## config.mk

```make
export PLATFORM = sky130hd
export DESIGN_NAME = flatfield_corrector
export DESIGN_NICKNAME = d
export VERILOG_FILES = /design/src/rtl/ffc_pkg.sv /design/src/rtl/ffc_gain_mac.sv /design/src/rtl/ffc_dead_fill.sv /design/src/rtl/flatfield_corrector.sv
export SDC_FILE = /design/constraint.sdc
export NUM_CORES = 1
export LEC_CHECK = 0
export CORE_MARGIN = 10
export CORE_UTILIZATION = 40
export DETAILED_ROUTE_END_ITERATION = 8
export DONT_BUFFER_PORTS = 1
export GPL_TIMING_DRIVEN = 0
export HOLD_SLACK_MARGIN = 0.03
export SETUP_SLACK_MARGIN = 0.02
export SYNTH_ARGS = -nofsm -noshare
export SYNTH_HDL_FRONTEND = slang
export SYNTH_SLANG_ARGS = --single-unit
```

## constraint.sdc

```tcl
create_clock -name clk -period 6.8 [get_ports clk]
set_clock_uncertainty 0.15 [all_clocks]
set_input_delay 0.68 -clock clk [delete_from_list [all_inputs] [get_ports clk]]
set_output_delay 0.68 -clock clk [all_outputs]
set_load 0.02 [all_outputs]
```

## src/rtl/ffc_pkg.sv

```systemverilog
package ffc_pkg;
  // Per-pixel side-band that travels beside the data through every stage
  typedef struct packed {
    logic v;
    logic sof;
    logic eol;
    logic dead;
  } ffc_tag_t;
endpackage

```

## src/rtl/ffc_gain_mac.sv

```systemverilog
// Two-stage offset subtract and gain scale with saturation
module ffc_gain_mac
  import ffc_pkg::*;
#(
  parameter int PW = 12,
  parameter int GW = 16,
  parameter int GF = 15
) (
  input  logic          clk,
  input  logic          rst_n,
  input  ffc_tag_t      tag_i,
  input  logic [PW-1:0] raw_i,
  input  logic [PW-1:0] offs_i,
  input  logic [GW-1:0] gain_i,
  output ffc_tag_t      tag_o,
  output logic [PW-1:0] cor_o
);
  localparam int PRW = PW + GW;
  localparam int SW  = PRW - GF;

  ffc_tag_t      s1_tag, s2_tag;
  logic [PW-1:0] s1_diff, s1_diff_n;
  logic [GW-1:0] s1_gain;
  logic [PW-1:0] s2_cor, s2_cor_n;
  logic [PRW-1:0] prod;
  logic [SW-1:0]  scaled;

  always_comb begin
    s1_diff_n = (raw_i > offs_i) ? (raw_i - offs_i) : '0;
  end

  always_comb begin
    prod     = {{GW{1'b0}}, s1_diff} * {{PW{1'b0}}, s1_gain};
    scaled   = prod[PRW-1:GF];
    s2_cor_n = (|scaled[SW-1:PW]) ? {PW{1'b1}} : scaled[PW-1:0];
  end

  always_ff @(posedge clk or negedge rst_n) begin
    if (!rst_n) begin
      s1_tag <= '0;
      s2_tag <= '0;
    end else begin
      s1_tag <= tag_i;
      s2_tag <= s1_tag;
    end
  end

  always_ff @(posedge clk) begin
    if (tag_i.v) begin
      s1_diff <= s1_diff_n;
      s1_gain <= gain_i;
    end
    if (s1_tag.v) begin
      s2_cor <= s2_cor_n;
    end
  end

  assign tag_o = s2_tag;
  assign cor_o = s2_cor;
endmodule

```

## src/rtl/ffc_dead_fill.sv

```systemverilog
// Neighbour window and defective-pixel substitution
module ffc_dead_fill
  import ffc_pkg::*;
#(
  parameter int PW     = 12,
  parameter int STRIDE = 2
) (
  input  logic          clk,
  input  logic          rst_n,
  input  ffc_tag_t      tag_i,
  input  logic [PW-1:0] pix_i,
  output logic          v_o,
  output logic          sof_o,
  output logic          eol_o,
  output logic [PW-1:0] pix_o
);
  localparam int TAPS = 2 * STRIDE + 1;
  localparam int CTR  = STRIDE;
  localparam int LFT  = TAPS - 1;

  ffc_tag_t      ht_q [1:TAPS-1];
  logic [PW-1:0] hp_q [1:TAPS-1];
  ffc_tag_t      wt   [TAPS];
  logic [PW-1:0] wp   [TAPS];
  logic          left_ok, right_ok;
  logic [PW:0]   pair_sum;
  logic [PW-1:0] pix_n;

  // tap 0 is the newest corrected pixel, tap LFT the oldest
  always_comb begin
    wt[0] = tag_i;
    wp[0] = pix_i;
    for (int k = 1; k < TAPS; k++) begin
      wt[k] = ht_q[k];
      wp[k] = hp_q[k];
    end
  end

  always_comb begin
    left_ok  = wt[LFT].v & ~wt[LFT].dead;
    right_ok = wt[0].v & ~wt[0].dead;
    for (int k = CTR + 1; k < TAPS; k++) left_ok  = left_ok & wt[k].v & ~wt[k].eol;
    for (int k = CTR; k < TAPS - 1; k++) left_ok  = left_ok & ~wt[k].sof;
    for (int k = 0; k < CTR; k++)        right_ok = right_ok & wt[k].v & ~wt[k].sof;
    for (int k = 1; k <= CTR; k++)       right_ok = right_ok & ~wt[k].eol;
  end

  always_comb begin
    pair_sum = {1'b0, wp[LFT]} + {1'b0, wp[0]};
    if (!wt[CTR].dead)           pix_n = wp[CTR];
    else if (left_ok && right_ok) pix_n = pair_sum[PW:1];
    else if (left_ok)            pix_n = wp[LFT];
    else if (right_ok)           pix_n = wp[0];
    else                         pix_n = wp[CTR];
  end

  always_ff @(posedge clk or negedge rst_n) begin
    if (!rst_n) begin
      for (int k = 1; k < TAPS; k++) ht_q[k] <= '0;
      v_o   <= 1'b0;
      sof_o <= 1'b0;
      eol_o <= 1'b0;
    end else begin
      for (int k = 1; k < TAPS; k++) ht_q[k] <= wt[k-1];
      v_o   <= wt[CTR].v;
      sof_o <= wt[CTR].v & wt[CTR].sof;
      eol_o <= wt[CTR].v & wt[CTR].eol;
    end
  end

  always_ff @(posedge clk) begin
    for (int k = 1; k < TAPS; k++) hp_q[k] <= wp[k-1];
    if (wt[CTR].v) pix_o <= pix_n;
  end
endmodule

```

## src/rtl/flatfield_corrector.sv

```systemverilog
module flatfield_corrector
  import ffc_pkg::*;
#(
  parameter int PW     = 12,
  parameter int GW     = 16,
  parameter int GF     = 15,
  parameter int STRIDE = 2
) (
  input  logic          clk,
  input  logic          rst_n,
  input  logic          in_valid,
  input  logic          in_sof,
  input  logic          in_eol,
  input  logic          in_dead,
  input  logic [PW-1:0] in_pix,
  input  logic [PW-1:0] in_offs,
  input  logic [GW-1:0] in_gain,
  output logic          out_valid,
  output logic          out_sof,
  output logic          out_eol,
  output logic [PW-1:0] out_pix
);
  ffc_tag_t      in_tag, mac_tag;
  logic [PW-1:0] mac_pix;

  assign in_tag = '{v: in_valid, sof: in_sof, eol: in_eol, dead: in_dead};

  ffc_gain_mac #(.PW(PW), .GW(GW), .GF(GF)) u_mac (
    .clk    (clk),
    .rst_n  (rst_n),
    .tag_i  (in_tag),
    .raw_i  (in_pix),
    .offs_i (in_offs),
    .gain_i (in_gain),
    .tag_o  (mac_tag),
    .cor_o  (mac_pix)
  );

  ffc_dead_fill #(.PW(PW), .STRIDE(STRIDE)) u_fill (
    .clk   (clk),
    .rst_n (rst_n),
    .tag_i (mac_tag),
    .pix_i (mac_pix),
    .v_o   (out_valid),
    .sof_o (out_sof),
    .eol_o (out_eol),
    .pix_o (out_pix)
  );
endmodule

```

==> results of run 1 <==
cells by family (layout without fill, tap and decap cells):
group                    count (synthesis)  in the layout  synth area share (%)
adder cells (fa/ha/maj)                226            226                  37.3
XOR/XNOR                                24             24                  2.02
AO/OA/AOI/OAI                          106            106                  6.93
buffers and inverters                  228            261                  8.33
flip-flops                             125            125                  30.2
AND/OR/NAND/NOR                        329            329                  15.0
multiplexers                             3              3                 0.288
synth_stat cells (6+ instances only):
| master | n | area [um^2] |
|---|---|---|
| a21oi_1 | 30 | 150 |
| a31oi_1 | 7 | 43.8 |
| and2_1 | 67 | 419 |
| clkbuf_1 | 33 | 124 |
| dfrtp_1 | 25 | 626 |
| dfxtp_1 | 48 | 961 |
| edfxtp_1 | 52 | 1560 |
| fa_1 | 141 | 2820 |
| ha_1 | 85 | 1060 |
| inv_1 | 192 | 721 |
| nand2_1 | 155 | 582 |
| nand3_1 | 20 | 100 |
| nor2_1 | 40 | 150 |
| nor3_1 | 12 | 60.1 |
| o21ai_0 | 15 | 75.1 |
| o21bai_1 | 6 | 45.0 |
| o22ai_1 | 6 | 37.5 |
| xnor2_1 | 19 | 166 |
placed cells by master (no fill, tap or decap), types with 6 or more instances in the layout:
cell type and count:
o21bai_1 6, and2_1 67, dfrtp_1 25, fa_1 141
clkbuf_1 30, inv_1 192, ha_1 85, nand2_1 155
nand3_1 20, o22ai_1 6, xnor2_1 19, nor2_1 40
a31oi_1 7, a21oi_1 30, clkbuf_16 18, o21ai_0 15
edfxtp_1 52, nor3_1 12, dfxtp_1 48
layout make-up:
type | count | area [um^2] | share of cell area, %
multi-input combinational | 688 | 6410 | 56.1
sequential | 125 | 3150 | 27.6
inverter | 192 | 721 | 6.31
clock buffer | 20 | 468 | 4.10
tap | 335 | 419 | 3.67
buffer | 36 | 153 | 1.34
clock inverter | 12 | 95.1 | 0.832
timing repair buffer | 1 | 10.0 | 0.0876
worst max-delay path, stage by stage (launching register included):
cell and delay [ps]:
edfxtp_1 500, clkbuf_1 460, nand2_1 150, fa_1 530, inv_1 60, fa_1 490
fa_1 490, fa_1 490, inv_1 50, fa_1 480, inv_1 40, ha_1 290
or3_1 310, o211ai_1 230, a31oi_1 290, o41ai_4 430, nor2_1 90, a21oi_1 330
buf_4 240, nand3_1 80
worst paths after layout:
check                                          end  depth (start not counted)
worst max register to register      u_mac.cor_o[8]                         19
max in group asynchronous           u_mac.tag_o[3]                          1
worst min-delay path               u_mac.s1_tag[1]                          0
worst min register to register  u_fill.hp_q[0][28]                          0
min in group asynchronous           u_fill.ht_q[3]                          1
worst max-delay path                u_mac.cor_o[8]                         19
state kept, by name, indices dropped and copies added (netlist names):
| name | flops |
|---|---|
| u_fill.pix_o | 12 |
| u_mac.s1_gain | 16 |
| u_mac.s1_tag | 4 |
| u_mac.s1_diff | 12 |
| u_fill.v_o | 1 |
| u_fill.ht_q | 14 |
| u_fill.eol_o | 1 |
| u_mac.tag_o | 4 |
| u_mac.cor_o | 12 |
| u_fill.hp_q | 48 |
| u_fill.sof_o | 1 |
what timing repair did:
| action | 4_1_cts | 5_1_grt |
|---|---|---|
| gates resized for setup | 0 | 8 |
| hold buffers | 1 | 0 |
| endpoints found under the setup margin | 0 | 10 |
| endpoints found under the hold margin | 25 | 0 |
layer usage:
metal	track usage [%]	wire, um
met5	0	18
met4	3.42	280
met3	3.72	1160
met2	22.5	10300
met1	17.7	10200
per-stage QoR:
stage / utilization [%] / cell area [um^2] / setup WS [ps]
after floorplan: - / 10400 / 1230
after global placement: 42.0 / 10800 / 303
after detailed placement: 42.0 / 10800 / 188
after CTS: 44.2 / 11400 / 181
after global routing: 44.2 / 11400 / 24.9
final: 44.2 / 11400 / 353
==> results.sh, run 1 <==
export IMPL_grt_max_degree=30
export IMPL_synth_edf_count=52
export IMPL_rsz0062_at_grt="false"
export IMPL_setup_tns_ps=0
export IMPL_antenna_found_initial=3
export IMPL_finalCritPeriodShare_pct=94.8
export IMPL_die_w_um=181
export IMPL_fin_crit_ps=6450
export IMPL_place_inst=1376
export IMPL_post_cts_buffers=0
export IMPL_numCtsBuffers=17
export IMPL_h_tree_depth=4
export IMPL_drc=0
export IMPL_critPathArrivalTime_ps=6450
export IMPL_synth_ff_type="edfxtp_1"
export IMPL_core_area_mm2=0.0258
export IMPL_grt_total_usage_pct=13.7
export IMPL_portBuffers=0
export IMPL_cts_tree="yes"
export IMPL_hp_start="in_eol"
export IMPL_n_antenna_cell=0
export IMPL_dieArea_mm2=0.0329
export IMPL_postSynth_asyncResetShare_pct=20.0
export IMPL_drt_total_wl_um=22000
export IMPL_drive_above_1_share_pct=4.28
export IMPL_timing_slew_headroom_pct=21.8
export IMPL_grt_pass1_vias=7387
export IMPL_first_iter_violations=422
export IMPL_cts_root_buffer="clkbuf_16"
export IMPL_max_freq_mhz=155
export IMPL_initial_utilization_pct=40.4
export IMPL_crit_path_start_kind="register"
export IMPL_yosys_warnings=0
export IMPL_clock_latency_ps=420
export IMPL_drv_slew=0
export IMPL_nNetsFinal=1333
export IMPL_drtPass1Iterations=5
export IMPL_grt_pass1_wl_um=37100
export IMPL_max_slew_worst_pin_slew_ps=1140
export IMPL_cts_clk_slew_worst_paths_ps=60
export IMPL_die_h_um=181
export IMPL_gr_total_overflow=0
export IMPL_route_detailed_wl_per_inst_um=15.6
export IMPL_cts_max_path_buffers=2
export IMPL_critical_path_class="register to register"
export IMPL_status="finished clean"
export IMPL_cp_end_kind="register"
export IMPL_ant_nets=0
export IMPL_synth_area_per_cell_um2=10.0
export IMPL_crit_start="u_mac.s1_diff[7]"
export IMPL_place_hpwl_um=17800
export IMPL_synth_cell_types=57
export IMPL_syn_to_final_growth_pct=9.56
export IMPL_min_path_type="primary input to register"
export IMPL_holdWs_ps=136
export IMPL_crit_fanout=10
export IMPL_r2r_setup_slack_ps=350
export IMPL_finalSetupViolations=0
export IMPL_filler_cell_count=2467
export IMPL_io_pin_count=61
export IMPL_routed_via_density=4.94
export IMPL_synth_seq_cells=125
export IMPL_place_gp_congestion=0.868
export IMPL_postSynthCellCount=1041
export IMPL_fin_cells=1409
export IMPL_hold_viol_final=0
export IMPL_rows=59
export IMPL_netlist_area_mm2=0.0104
export IMPL_required_ps=6800
export IMPL_dr_total_vias=6965
export IMPL_ys_seq_area_share_pct=30.2
export IMPL_drv_cap=0
export IMPL_cts_sinks=125
export IMPL_rr_startpoint="u_mac.s1_diff[7]"
export IMPL_synth_nets=1313
Power of run 1 is not shown: default switching activity piles up to over one toggle a cycle in this logic, so the estimate is an artifact.
==> run 2: changes to the inputs <==
CORE_MARGIN = not set   (was 10)
==> run 2 against run 1 <==
Effect of this change:
- sequential share of layout area barely moved
- die area shrank 19%
- non-clock buffer count did not move
- core utilization increased by 0.77 points
- highest routed layer is now met4
- wire length down 1.9%
- first-iteration DRC count decreased by 13%
- hold slack better by 3.0 ps
- largest cell class unchanged
- setup slack better by 140 ps
- fmax increased by 2.2%
- count of clock-buffer cells in the layout down 3
- via count fell by 0.70%
- final area barely moved
==> results.sh, run 2 (same netlist as run 1, synthesis figures left out) <==
export IMPL_dieArea_mm2=0.0267
export IMPL_rsz0062_at_grt="false"
export IMPL_drv_cap=0
export IMPL_drv_slew=0
export IMPL_status="finished clean"
export IMPL_io_pin_count=61
export IMPL_min_path_type="primary input to register"
export IMPL_finalCritPeriodShare_pct=92.7
export IMPL_layout_commonest_cell="inv_1"
export IMPL_critPathArrivalTime_ps=6310
export IMPL_filler_cell_count=2416
export IMPL_wl_met2_um=10100
export IMPL_wl_met3_um=965
export IMPL_drtPass1Iterations=5
export IMPL_nNetsFinal=1333
export IMPL_drt_total_wl_um=21600
export IMPL_drive_above_1_share_pct=4.66
export IMPL_cts_root_buffer="clkbuf_16"
export IMPL_met1_length_um=10200
export IMPL_place_hpwl_um=17400
export IMPL_cts_tree="yes"
export IMPL_final_cell_mix="inv_1 (192), nand2_1 (155), fa_1 (141)"
export IMPL_die_h_um=163
export IMPL_setup_tns_ps=0
export IMPL_place_gp_congestion=0.885
export IMPL_cts_max_path_buffers=2
export IMPL_rows=58
export IMPL_routed_via_density=4.93
export IMPL_cts_sinks=125
export IMPL_syn_to_final_growth_pct=9.59
export IMPL_reg_top3="u_fill.hp_q: 48 flops, u_mac.s1_gain: 16 flops, u_fill.ht_q: 14 flops"
export IMPL_grt_pass1_wl_um=36400
export IMPL_antenna_found_initial=1
export IMPL_h_tree_depth=4
export IMPL_clock_latency_ps=420
export IMPL_drc=0
export IMPL_grt_total_usage_pct=17.5
export IMPL_highest_layer="met4"
export IMPL_initial_utilization_pct=41.1
export IMPL_core_area_mm2=0.0254
export IMPL_first_iter_violations=367
export IMPL_hold_viol_final=0
export IMPL_timing_slew_headroom_pct=28.7
export IMPL_numCtsBuffers=17
export IMPL_required_ps=6810
export IMPL_ant_nets=0
export IMPL_gr_total_overflow=0
export IMPL_max_freq_mhz=159
export IMPL_regMostFlops="u_fill.hp_q"
export IMPL_route_detailed_wl_per_inst_um=15.4
export IMPL_dr_total_vias=6916
export IMPL_grt_max_degree=30
export IMPL_largest_reg_flops=48
export IMPL_grt_pass1_vias=7269
export IMPL_portBuffers=0
export IMPL_cp_end_kind="register"
export IMPL_fin_crit_ps=6310
export IMPL_cts_clk_slew_worst_paths_ps=60
export IMPL_crit_path_start_kind="register"
export IMPL_max_slew_worst_pin_slew_ps=1040
export IMPL_finalSetupViolations=0
export IMPL_crit_fanout=10
export IMPL_n_antenna_cell=0
export IMPL_die_w_um=163
export IMPL_critical_path_class="register to register"
run 2: cell types whose count changed in the layout (fill, tap and decap cells not counted), sizes merged:
| cell | change |
|---|---|
| clkinvlp | +2 |
| inv | +2 |
| clkinv | -1 |
| clkbuf | -3 |
run 2: layout make-up:
cell class	instances	area (um^2)	share of cell area (%)
clock buffers	17	425	3.72
repair buffers	1	10.0	0.0876
multi-input cells	688	6410	56.1
clock inverters	15	143	1.25
flip-flops and latches	125	3150	27.5
inverters	192	721	6.31
plain buffers	36	156	1.37
well taps	330	413	3.61
run 2: worst paths after layout:
path,start,to,slack (ps),cells after the start
min in group asynchronous,rst_n,u_fill.v_o,740,1
setup / recovery,u_mac.s1_diff[6],u_mac.cor_o[7],490,19
setup reg to reg,u_mac.s1_diff[6],u_mac.cor_o[7],490,19
hold reg to reg,u_fill.hp_q[0][19],u_fill.hp_q[0][31],170,0
hold / removal,in_eol,u_mac.s1_tag[1],140,0
max in group asynchronous,rst_n,u_mac.s1_tag[2],5130,1
run 2: metal layers:
metal	up-vias	GRT usage, %
met5	-	0
met3	20	3.78
met4	0	5.56
met1	3393	22.8
li1	3346	-
met2	157	28.9
run 2: worst max-delay path, stage by stage (launching register included):
cell and delay [ps]:
edfxtp_1 520, clkbuf_2 340, nand2_1 140, fa_1 560, inv_1 50, fa_1 560
fa_1 440, fa_1 490, inv_1 50, fa_1 480, inv_1 40, ha_1 290
or3_1 310, o211ai_1 230, a31oi_1 280, o41ai_4 440, nor2_1 90, a21oi_1 280
buf_4 230, nand3_1 80
run 2: what timing repair did:
| action | CTS | global route |
|---|---|---|
| hold buffers | 1 | 0 |
| buffers inserted | 0 | 0 |
| resized for setup | 0 | 14 |
| endpoints found under the setup margin | 0 | 12 |
| endpoints found under the hold margin | 25 | 0 |
run 2: per-stage QoR:
step	setup slack, ps	utilization [%]	hold WS (ps)	instance area [um^2]	std cells
global placement	256	42.7	160	10800	1371
detailed placement	232	42.7	162	10800	1371
CTS	204	45.0	125	11400	1404
floorplan	1230	-	160	10400	1041
finish	494	45.0	139	11400	1404
global route	36.5	45.0	117	11400	1404
Power of run 2 is left out for the same reason.
